==> src/rtl/prog_fault_unit.sv <==
module prog_fault_unit #(
  parameter int AW = 32
) (
  input  logic          clk,
  input  logic          rst,
  input  logic          issue_valid,
  input  logic [AW-1:0] inst_addr,
  input  logic          user_mode,
  input  logic          op_illegal,
  input  logic          op_priv,
  input  logic          op_tlb,
  input  logic          op_trap,
  input  logic          trap_hit,
  input  logic          op_fpu,
  input  logic          op_apu,
  input  logic          fpu_present,
  input  logic          apu_present,
  input  logic          fpu_irq_en,
  input  logic          apu_irq_en,
  input  logic          mmu_present,
  input  logic [15:0]   vec_prefix,
  output logic          block_exec,
  output logic          irq_req,
  output logic [5:0]    syndrome,
  output logic [AW-1:0] srr0,
  output logic [AW-1:0] vector
);
  localparam int B_TRAP = 0, B_APU = 1, B_FPU = 2, B_UNIMP = 3, B_PRIV = 4, B_ILL = 5;
  localparam logic [15:0] VEC_OFS = 16'h0600;

  logic is_ill, is_priv, is_unimp, is_fpu, is_apu, is_trap;
  logic [5:0] cause;

  assign is_ill   = op_illegal | (op_tlb & ~mmu_present);
  assign is_priv  = op_priv & user_mode;
  assign is_unimp = (op_fpu & ~fpu_present) | (op_apu & ~apu_present);
  assign is_fpu   = op_fpu & fpu_present & fpu_irq_en;
  assign is_apu   = op_apu & apu_present & apu_irq_en;
  assign is_trap  = op_trap & trap_hit;

  always_comb begin
    cause = '0;
    if (is_ill)        cause[B_ILL]   = 1'b1;
    else if (is_priv)  cause[B_PRIV]  = 1'b1;
    else if (is_unimp) cause[B_UNIMP] = 1'b1;
    else if (is_fpu)   cause[B_FPU]   = 1'b1;
    else if (is_apu)   cause[B_APU]   = 1'b1;
    else if (is_trap)  cause[B_TRAP]  = 1'b1;
  end

  assign block_exec = issue_valid & (|cause);
  assign vector     = {{(AW-32){1'b0}}, vec_prefix, VEC_OFS};

  always_ff @(posedge clk) begin
    if (rst) begin
      syndrome <= '0;
      srr0     <= '0;
      irq_req  <= 1'b0;
    end else begin
      irq_req <= block_exec;
      if (block_exec) begin
        syndrome <= cause;
        srr0     <= inst_addr;
      end
    end
  end
endmodule


==> config.mk <==
export PLATFORM = sky130hd
export DESIGN_NAME = prog_fault_unit
export DESIGN_NICKNAME = d
export VERILOG_FILES = /design/src/rtl/prog_fault_unit.sv
export SDC_FILE = /design/constraint.sdc
export NUM_CORES = 1
export LEC_CHECK = 0
export BUFFER_PORTS_ARGS = -buffer_cell sky130_fd_sc_hd__buf_4
export CORE_ASPECT_RATIO = 0.75
export CORE_MARGIN = 2
export CORE_UTILIZATION = 49
export DETAILED_ROUTE_END_ITERATION = 10
export PLACE_DENSITY = 0.86
export RECOVER_POWER = 50
export SETUP_SLACK_MARGIN = 0.4
export SYNTH_ARGS = -nofsm -noshare
export SYNTH_HDL_FRONTEND = slang
export SYNTH_SLANG_ARGS = --single-unit
==> constraint.sdc <==
create_clock -name clk -period 1.45 [get_ports clk]
set_clock_uncertainty 0.1 [all_clocks]
set_input_delay 0 -clock clk [delete_from_list [all_inputs] [get_ports clk]]
set_output_delay 0 -clock clk [all_outputs]
set_load 0.005 [all_outputs]
* After elaboration in Yosys (flattened, before gate mapping)
Index checks and enable logic that the tools add are counted.
** Operators by class
- Bitwise logic cells :: 15
- Mux-type cells :: 11
- Reduce and logical (&&, ||, !) cells :: 1
** Operators by type and width (count)
- AND 1 bit :: 10
- two-way mux 1 bit :: 7
- OR reduction 6 bit :: 1
- two-way mux 5 bit :: 1
- two-way mux 4 bit :: 1
- two-way mux 3 bit :: 1
- NOT 1 bit :: 3
- two-way mux 2 bit :: 1
- bitwise OR 1 bit :: 2
** Storage, ports and cells
- Word-level logic and storage cells :: 30
- Bits of input ports :: 64
- Output and inout port bits :: 72
- Register bits :: 39

* Longest topological paths before layout
Gate-level depths: netlist of the first run.
- Depth in word-level cells :: 9
- Mapped depth :: 6

* Least setup slack after synthesis of the first run
Ideal clock, no wire load.
- Path kind :: input port to flip-flop
- Start :: input port op_priv
- End :: register srr0[18]
- Arrival :: 1113 ps
- Path slack :: 112 ps
- Stages :: 6
- Library setup time :: 125 ps
- Buffers on the path :: 2
- Cell sequence :: and2_4 or4_4 buf_6 buf_8 a21oi_2 nand3_1
** Between the ends
- Cells in the longest elaborated chain, start to end :: 5
** Ends and longest elaborated chain
- start: declaration :: line 10 : input logic op_priv,
- AND 1 bit (*) :: line 35 : assign is_priv = op_priv & user_mode;
- two-way mux 4 bit or two-way mux 1 bit (tied branches) :: line 44 : else if (is_priv) cause[B_PRIV] = 1'b1;
- two-way mux 5 bit (*) :: line 43 : if (is_ill) cause[B_ILL] = 1'b1;
- OR reduction 6 bit (*) :: line 51 : assign block_exec = issue_valid & (|cause);
- AND 1 bit (*) :: line 51
- end signal: assignment :: line 63 : srr0 <= inst_addr;
- end: declaration :: line 25 : output logic [AW-1:0] srr0,
Every way passes the cells marked *; elsewhere a longest branch is shown, timed or not.
A chain may end at the register's enable or synchronous reset.

* Worst setup path after layout of the first run
- Start :: input port user_mode
- End :: register srr0[17]
** Between the ends
- Cells in the longest elaborated chain, start to end :: 5
** Ends and longest elaborated chain
- start: declaration :: line 8 : input logic user_mode,
- AND 1 bit (*) :: line 35
- two-way mux 4 bit or two-way mux 1 bit (tied branches) :: line 44
- two-way mux 5 bit (*) :: line 43
- OR reduction 6 bit (*) :: line 51
- AND 1 bit (*) :: line 51
Marks and branches as above.

==> results.json, run 1 <==
{
  "required_ns": 1.52,
  "cts_tree": "built",
  "drtIter0Drc": 294,
  "final_hold_viol_count": 4,
  "drv_slew": 0,
  "hold_end": "syndrome[4]",
  "hold_class": "input port to flop",
  "critPathLaunchType": "input port",
  "place_area_um2": 3640,
  "clock_path_buffers": 2,
  "vdd_drop_max_mv": 0.454,
  "yosysUniqueCellTypes": 40,
  "end_kind": "flop",
  "synth_warnings": 0,
  "arrival_ns": 1.29,
  "path_max_fanout": 8,
  "synthAdderAreaFrac": 0,
  "n_fill_cell": 459,
  "internal_power_uw": 2310,
  "crit_type": "input port to flop",
  "clk_pin_slew_ns": 0.08,
  "worstReg2RegEnd": "srr0[2]",
  "clock-root-buffer": "clkbuf_8",
  "hpwl_um": 5770,
  "fmax_mhz": 822,
  "r2r_start": "srr0[2]",
  "antenna_found_initial": 0,
  "violations": "hold timing",
  "power.switching_uw": 981,
  "grt_pass1_vias": 3094,
  "final-seq-area_um2": 781,
  "layout_common_cells": "buf_4 (65), dlygate4sd3_1 (42), dfxtp_1 (39)",
  "rrSetupSlack_ns": 0.39,
  "power_frac_clock": 0.295,
  "setup-violations-final": 0,
  "synth_top_flop_cell": "dfxtp_1",
  "min_period_ns": 1.22,
  "met3_length_um": 1020,
  "power_switching_share": 0.298,
  "routedWlPerCell_um": 16.2,
  "multi_input_area_um2": 1960,
  "finish.instance_area_um2": 4510,
  "gp_congestion": 0.802,
  "syn-instance-count": 414,
  "post-route-period-util": 0.839,
  "initial_core_util": 0.505,
  "synth-xor-area-share": 0,
  "yosys.area_share.simple": 0.397,
  "synth_top_area_frac": 0.246,
  "via_count": 3513,
  "core.rowCount": 25,
  "grt-ovfl-total": 0,
  "synth_top_family_by_area": "simple AND/OR/NAND/NOR gates",
  "drcViolationCount": 0,
  "p_leak_uw": 0.00195,
  "dieArea_um2": 7150,
  "top_layer": "met4",
  "seqPwrFrac": 0.378,
  "core-area_um2": 6290,
  "muxShareOfSynthArea": 0,
  "reg2reg_depth": 3,
  "firstDrtPassIters": 5,
  "wl_met2_um": 4550,
  "drt-total-wl_um": 9840,
  "drv_cap": 0,
  "ios": 136,
  "drive_gt1_frac": 0.340,
  "port_buffers": 87,
  "synth_edf_count": 0,
  "syn-cell-area_um2": 3180,
  "synth.area.top_cells": "dfxtp_1 (25%), a21oi_2 (8.3%), buf_4 (7.6%)",
  "cts_made_buffers": 5,
  "layout_commonest_cell": "buf_4",
  "groute.usage.overall": 0.248,
  "grt_pass1_wl_um": 14600,
  "final_net_count": 590,
  "synth.avg_cell_area_um2": 7.67,
  "rsz0062_at_grt": "yes",
  "h-tree-depth": 2,
  "holdWs_ns": -0.0186,
  "async_flop_share": 0,
  "hp-start": "user_mode",
  "wl_met1_um": 4130,
  "seq_area_frac_synth": 0.246,
  "synth_compound_area_frac": 0.177,
  "syn2layout_area_growth_pct": 41.8,
  "status": "finished with violations",
  "yosys.area.top_type": "dfxtp_1",
  "clock_sinks": 39,
  "crit_start": "user_mode",
  "ys_ff_latch": 39,
  "antenna_left": 0,
  "die_h_um": 73.7,
  "hold_depth": 3,
  "p_comb_frac": 0.328,
  "grt_max_degree": 70,
  "fp.dieW_um": 97.0,
  "diodes": 0,
  "power.density_nw_per_um2": 730,
  "fin_total_pwr_uw": 3290,
  "viasPerCell": 5.78,
  "clk_latency_ns": 0.29
}
cells in the mapped netlist (all sizes together) (2+ instances only):
cell and n:
buf 41, nor3b 32, a31oi 3, nor2b 19, conb 2, nand4 37, nor2 34, o32ai 2
nand3 32, o21ai 34, dlymetal6s2s 2, a21oi 35, o211ai 2, nand2 36, and2b 18, clkbuf 27
nand2b 4, inv 4, dfxtp 39
kinds of logic after synthesis:
group / count (synthesis)
other: 2
and+or+nand+nor: 219
buffers and inverters: 74
DFF: 39
AOI/OAI and AO/OA: 80
registers in the layout, summed over array words and instances (netlist names):
register  count
syndrome      6
srr0         32
irq_req       1
worst max-delay path, cell delays in order:
cell     delay (ns)
buf_6          0.09
and2_4         0.15
or4_4          0.63
buf_12         0.20
a21oi_2        0.13
nand3_1        0.09
per-stage QoR:
step	util	setup TNS [ns]	hold WS, ns	std cells	setup WS [ns]
after global routing	0.717	0	0.00462	608	0.213
final	0.717	0	-0.0186	608	0.234
after detailed placement	0.580	-0.452	-0.100	545	-0.0658
after global placement	0.580	0	-0.100	545	0.00222
after CTS	0.685	0	-0.0113	603	0.245
after floorplan	-	0	-0.0192	428	0.112
power by group through the flow:
stage | clock (µW) | sequential (µW) | combinational (µW)
after CTS | 971 | 1240 | 1000
after detailed placement | 0 | 1260 | 851
after global placement | 0 | 1260 | 827
after floorplan | 0 | 1250 | 571
after global routing | 1020 | 1250 | 1160
final | 969 | 1240 | 1080
cell type report:
cell class                 count  area share
tap                           81      0.0225
sequential                    39       0.173
clock buffer                   6      0.0183
inverter                       4     0.00333
multi-input combinational    315       0.436
clock inverter                 2     0.00778
timing repair buffer         161       0.339
routing by layer:
metal | vias up | GRT usage
met4 | 0 | 0.0704
met2 | 235 | 0.404
met1 | 1628 | 0.340
li1 | 1633 | -
met5 | - | 0
met3 | 17 | 0.0447
how the worst max path moves through the flow:
stage / to / slack (ns) / depth (start not counted)
3_5_place_dp: srr0[17] / -0.07 / 6
4_1_cts: srr0[17] / 0.24 / 6
2_1_floorplan: srr0[18] / 0.11 / 6
5_1_grt: srr0[3] / 0.21 / 6
6_report: srr0[17] / 0.23 / 6
3_3_place_gp: srr0[15] / 0.002 / 6
what timing repair did:
action / 4_1_cts / 5_1_grt
pin swaps: 8 / 7
hold buffers: 43 / 0
gates cloned: 3 / 4
endpoints found under the hold margin: 45 / 0
buffers inserted: 4 / 1
gates resized for setup: 8 / 21
endpoints found under the setup margin: 37 / 38
Power figures use the tool's default switching activity.
==> run 2, diff against run 1 <==
clock period = 1.2 ns   (was 1.45 ns; I/O delays follow)
==> results.json, run 2 (synthesis results as in run 1) <==
{
  "dieArea_um2": 7150,
  "ios": 136,
  "vdd_drop_max_mv": 0.566,
  "holdWs_ns": -0.0417,
  "top_regs": "srr0: 32 flops, syndrome: 6 flops, irq_req: 1 flops",
  "power.density_nw_per_um2": 847,
  "firstDrtPassIters": 4,
  "p_leak_uw": 0.00189,
  "hold_class": "input port to flop",
  "drt-total-wl_um": 9540,
  "violations": "hold timing",
  "place_area_um2": 3720,
  "gp_congestion": 0.810,
  "hpwl_um": 5880,
  "fp.dieW_um": 97.0,
  "diodes": 0,
  "arrival_ns": 1.27,
  "h-tree-depth": 2,
  "finish.instance_area_um2": 4420,
  "post-route-util": 0.703,
  "grt-ovfl-total": 0,
  "antenna_found_initial": 0,
  "drive_gt1_frac": 0.397,
  "grt_max_degree": 57,
  "via_count": 3397,
  "end_kind": "flop",
  "clock_sinks": 39,
  "clk_latency_ns": 0.29,
  "path_cells": "buf_6, and2_4, or4_4, buf_12, a21oi_2, nand3_1",
  "clock_path_buffers": 2,
  "worst_slack_ns": 0.000618,
  "groute.usage.overall": 0.237,
  "dp_slack_ns": -0.265,
  "layout_commonest_cell": "buf_4",
  "layout_common_cells": "buf_4 (61), buf_6 (51), nand4_1 (37)",
  "grt_pass1_wl_um": 14200,
  "rsz0062_at_grt": "yes",
  "syn2layout_area_growth_pct": 39.1,
  "crit_type": "input port to flop",
  "port_buffers": 87,
  "fmax_mhz": 834,
  "regMostFlops": "srr0",
  "drv_cap": 0,
  "core-area_um2": 6290,
  "routedWlPerCell_um": 16.2,
  "clk_pin_slew_ns": 0.08,
  "fin_tns_setup_ns": 0,
  "crit_path_top_delay_cell": "or4_4",
  "status": "finished with violations",
  "grt_pass1_vias": 3010,
  "cts_tree": "built",
  "n_fill_cell": 485,
  "drtIter0Drc": 307,
  "final_net_count": 572,
  "final_hold_viol_count": 21,
  "initial_core_util": 0.505,
  "slowest_delay_ns": 0.60,
  "drcViolationCount": 0,
  "min_period_ns": 1.20,
  "clock-root-buffer": "clkbuf_8",
  "core.rowCount": 25,
  "antenna_left": 0,
  "required_ns": 1.27,
  "cts_made_buffers": 5,
  "die_h_um": 73.7,
  "critPathLaunchType": "input port",
  "post-route-period-util": 0.999,
  "drv_slew": 0,
  "setup-violations-final": 0,
  "path_max_fanout": 18,
  "largest_reg_flops": 32,
  "viasPerCell": 5.76
}
-- run 2: changes by cell type in the layout (fill, tap and decap cells not counted), moves of 3 or more --
cell	previous run	this run
dfxtp_1	39	21
buf_6	10	51
dfxtp_2	0	18
clkbuf_4	30	1
buf_12	4	9
dlygate4sd3_1	42	18
a21oi_2	27	30
a21oi_4	6	2
buf_4	65	61
-- run 2: worst paths after layout --
path                             startpoint     endpoint  slack [ns]  cells past startpoint
worst min-delay path                 op_fpu  syndrome[1]       -0.04                      4
worst min register to register  syndrome[3]  syndrome[3]        0.39                      2
worst max-delay path              user_mode      srr0[1]      0.0006                      6
worst max register to register     srr0[12]     srr0[12]        0.17                      3
-- run 2: worst max-delay path: cells and delay by family --
| family | cells | cell delay, ns |
|---|---|---|
| and+or+nand+nor | 3 | 0.84 |
| buffers and inverters | 2 | 0.29 |
| AOI/OAI and AO/OA | 1 | 0.13 |
-- run 2: where the power goes --
group,internal [µW],total [µW],switching [µW]
Combinational,734,1310,575
Sequential,1420,1540,114
Clock,409,898,489
Total,2570,3750,1180
-- run 2: per-layer routing --
layer,share of wire,global-route usage
met1,0.43,0.324
met2,0.47,0.388
met3,0.092,0.0447
met4,0.0099,0.0595
met5,0,0
-- run 2: through the flow --
step	std cells	total power [µW]
6_report	590	3750
5_1_grt	590	3910
4_1_cts	578	3630
3_5_place_dp	551	2580
3_3_place_gp	551	2550
2_1_floorplan	428	2210
-- run 2: repair_timing --
item | in CTS | in global routing
pin swaps | 2 | 13
hold buffers | 16 | 2
resized for setup | 89 | 17
setup endpoints to repair | 79 | 79
setup buffers | 3 | 7
endpoints found under the hold margin | 42 | 3
cloned | 0 | 3
-- run 2: cell type report --
cell class                 instances  area, µm²  share of cell area
clock buffer                       7       76.3              0.0173
inverter                           4       15.0             0.00340
multi-input combinational        315       1940               0.440
timing repair buffer             143       1480               0.334
sequential                        39        803               0.182
clock inverter                     1       5.00             0.00113
tap                               81        101              0.0229
==> run 3, diff against run 2 <==
--- a/config.mk
+++ b/config.mk
@@ -10,5 +10,5 @@
 export CORE_MARGIN = 2
-export CORE_UTILIZATION = 49
+export CORE_UTILIZATION = 44
 export DETAILED_ROUTE_END_ITERATION = 10
-export PLACE_DENSITY = 0.86
+export PLACE_DENSITY = 0.82
 export RECOVER_POWER = 50
==> constraint.sdc (replaced) <==
create_clock -name clk -period 1.1 [get_ports clk]
set_clock_uncertainty 0.1 [all_clocks]
set_input_delay 0.22 -clock clk [delete_from_list [all_inputs] [get_ports clk]]
set_output_delay 0.22 -clock clk [all_outputs]
set_load 0.005 [all_outputs]
==> results.json, run 3 (synthesis results as in run 1) <==
{
  "status": "finished with violations",
  "violations": "setup timing",
  "core.rowCount": 26,
  "finish.instance_area_um2": 4850,
  "top_regs": "srr0: 32 flops, syndrome: 6 flops, irq_req: 1 flops",
  "final_hold_viol_count": 0,
  "rrSetupSlack_ns": -0.01,
  "hold_class": "input port to flop",
  "p_leak_uw": 0.00213,
  "fin_total_pwr_uw": 4400,
  "vdd_drop_max_mv": 0.637,
  "groute.usage.overall": 0.256,
  "grt-ovfl-total": 0,
  "drt-total-wl_um": 10600,
  "path_cells": "buf_6, and2b_4, buf_6, nor4_4, a31oi_4, buf_6",
  "holdWs_ns": 0.167,
  "setup-violations-final": 39,
  "cts_made_buffers": 5,
  "antenna_left": 0,
  "crit_path_top_delay_cell": "nor4_4",
  "final_net_count": 598,
  "path_max_fanout": 2,
  "grt_pass1_wl_um": 16400,
  "slowest_delay_ns": 0.35,
  "dieArea_um2": 7920,
  "drcViolationCount": 0,
  "grt_max_degree": 52,
  "place_area_um2": 3830,
  "core-area_um2": 6900,
  "drv_cap": 0,
  "drtIter0Drc": 238,
  "cts_tree": "built",
  "port_buffers": 87,
  "critPathMostFrequentCell": "buf_6",
  "firstDrtPassIters": 5,
  "clock-root-buffer": "clkbuf_8",
  "fmax_mhz": 644,
  "hpwl_um": 6040,
  "critPathLaunchType": "input port",
  "die_h_um": 77.6,
  "largest_reg_flops": 32,
  "clk_pin_slew_ns": 0.08,
  "required_ns": 0.78,
  "grt_pass1_vias": 3423,
  "layout_common_cells": "buf_4 (86), buf_6 (59), nand4_1 (37)",
  "post-route-period-util": 1.41,
  "initial_core_util": 0.461,
  "fin_tns_setup_ns": -14.50,
  "antenna_found_initial": 0,
  "routedWlPerCell_um": 16.8,
  "ios": 136,
  "layout_commonest_cell": "buf_4",
  "crit_type": "input port to primary output",
  "gp_congestion": 0.827,
  "viasPerCell": 5.58,
  "diodes": 0,
  "drv_slew": 0,
  "worst_slack_ns": -0.453,
  "drive_gt1_frac": 0.497,
  "clock_sinks": 39,
  "end_kind": "primary output",
  "clock_path_buffers": 2,
  "regMostFlops": "srr0",
  "hold_buffers": 0,
  "syn2layout_area_growth_pct": 52.7,
  "min_period_ns": 1.55,
  "via_count": 3530,
  "clk_latency_ns": 0.29,
  "h-tree-depth": 2,
  "rsz0062_at_grt": "yes",
  "arrival_ns": 1.23,
  "power.density_nw_per_um2": 908,
  "fp.dieW_um": 102
}
-- run 3: worst max-delay path, delay by kind of cell --
kind            cells  cell delay, ns
simple gates        2            0.51
buf+inv             3            0.34
compound gates      1            0.16
-- run 3: path summary, 6_finish.rpt --
path,startpoint,to,cells after the start
worst min register to register,syndrome[4],syndrome[4],2
worst max-delay path,op_apu,block_exec,6
worst max register to register,srr0[7],srr0[7],4
worst min-delay path,fpu_irq_en,syndrome[2],3
-- run 3: power breakdown --
part           leakage, µW  internal (µW)  total [µW]  switching (µW)
sequential        0.000333           1560        1670             112
combinational      0.00176            995        1720             722
clock            0.0000422            447        1010             564
-- run 3: what timing repair did --
action / CTS / global route
buffers inserted: 38 / 2
pin swaps: 21 / 19
resized for setup: 113 / 18
gates cloned: 7 / 1
endpoints found under the setup margin: 79 / 79
-- run 3: area by class of cell --
cell class | instances | area, µm²
clock inverter | 1 | 5.00
sequential | 39 | 818
tap | 98 | 123
multi-input combinational | 315 | 2010
inverter | 4 | 15.0
fill | 535 | 2050
timing repair buffer | 169 | 1800
clock buffer | 7 | 76.3
-- run 3: routing by layer --
metal,routed length (µm),global-route usage,up-vias
li1,-,-,1645
met1,4330,0.325,1660
met2,5070,0.418,196
met3,1040,0.0649,29
met4,198,0.0933,0
met5,0,0,-
-- run 3: metrics by stage --
step	util	worst slack (ns)	std cells
final	0.703	-0.453	633
after global routing	0.703	-0.493	633
after CTS	0.685	-0.402	630
after detailed placement	0.556	-0.596	577
after global placement	0.556	-0.561	577
after floorplan	-	-0.458	428
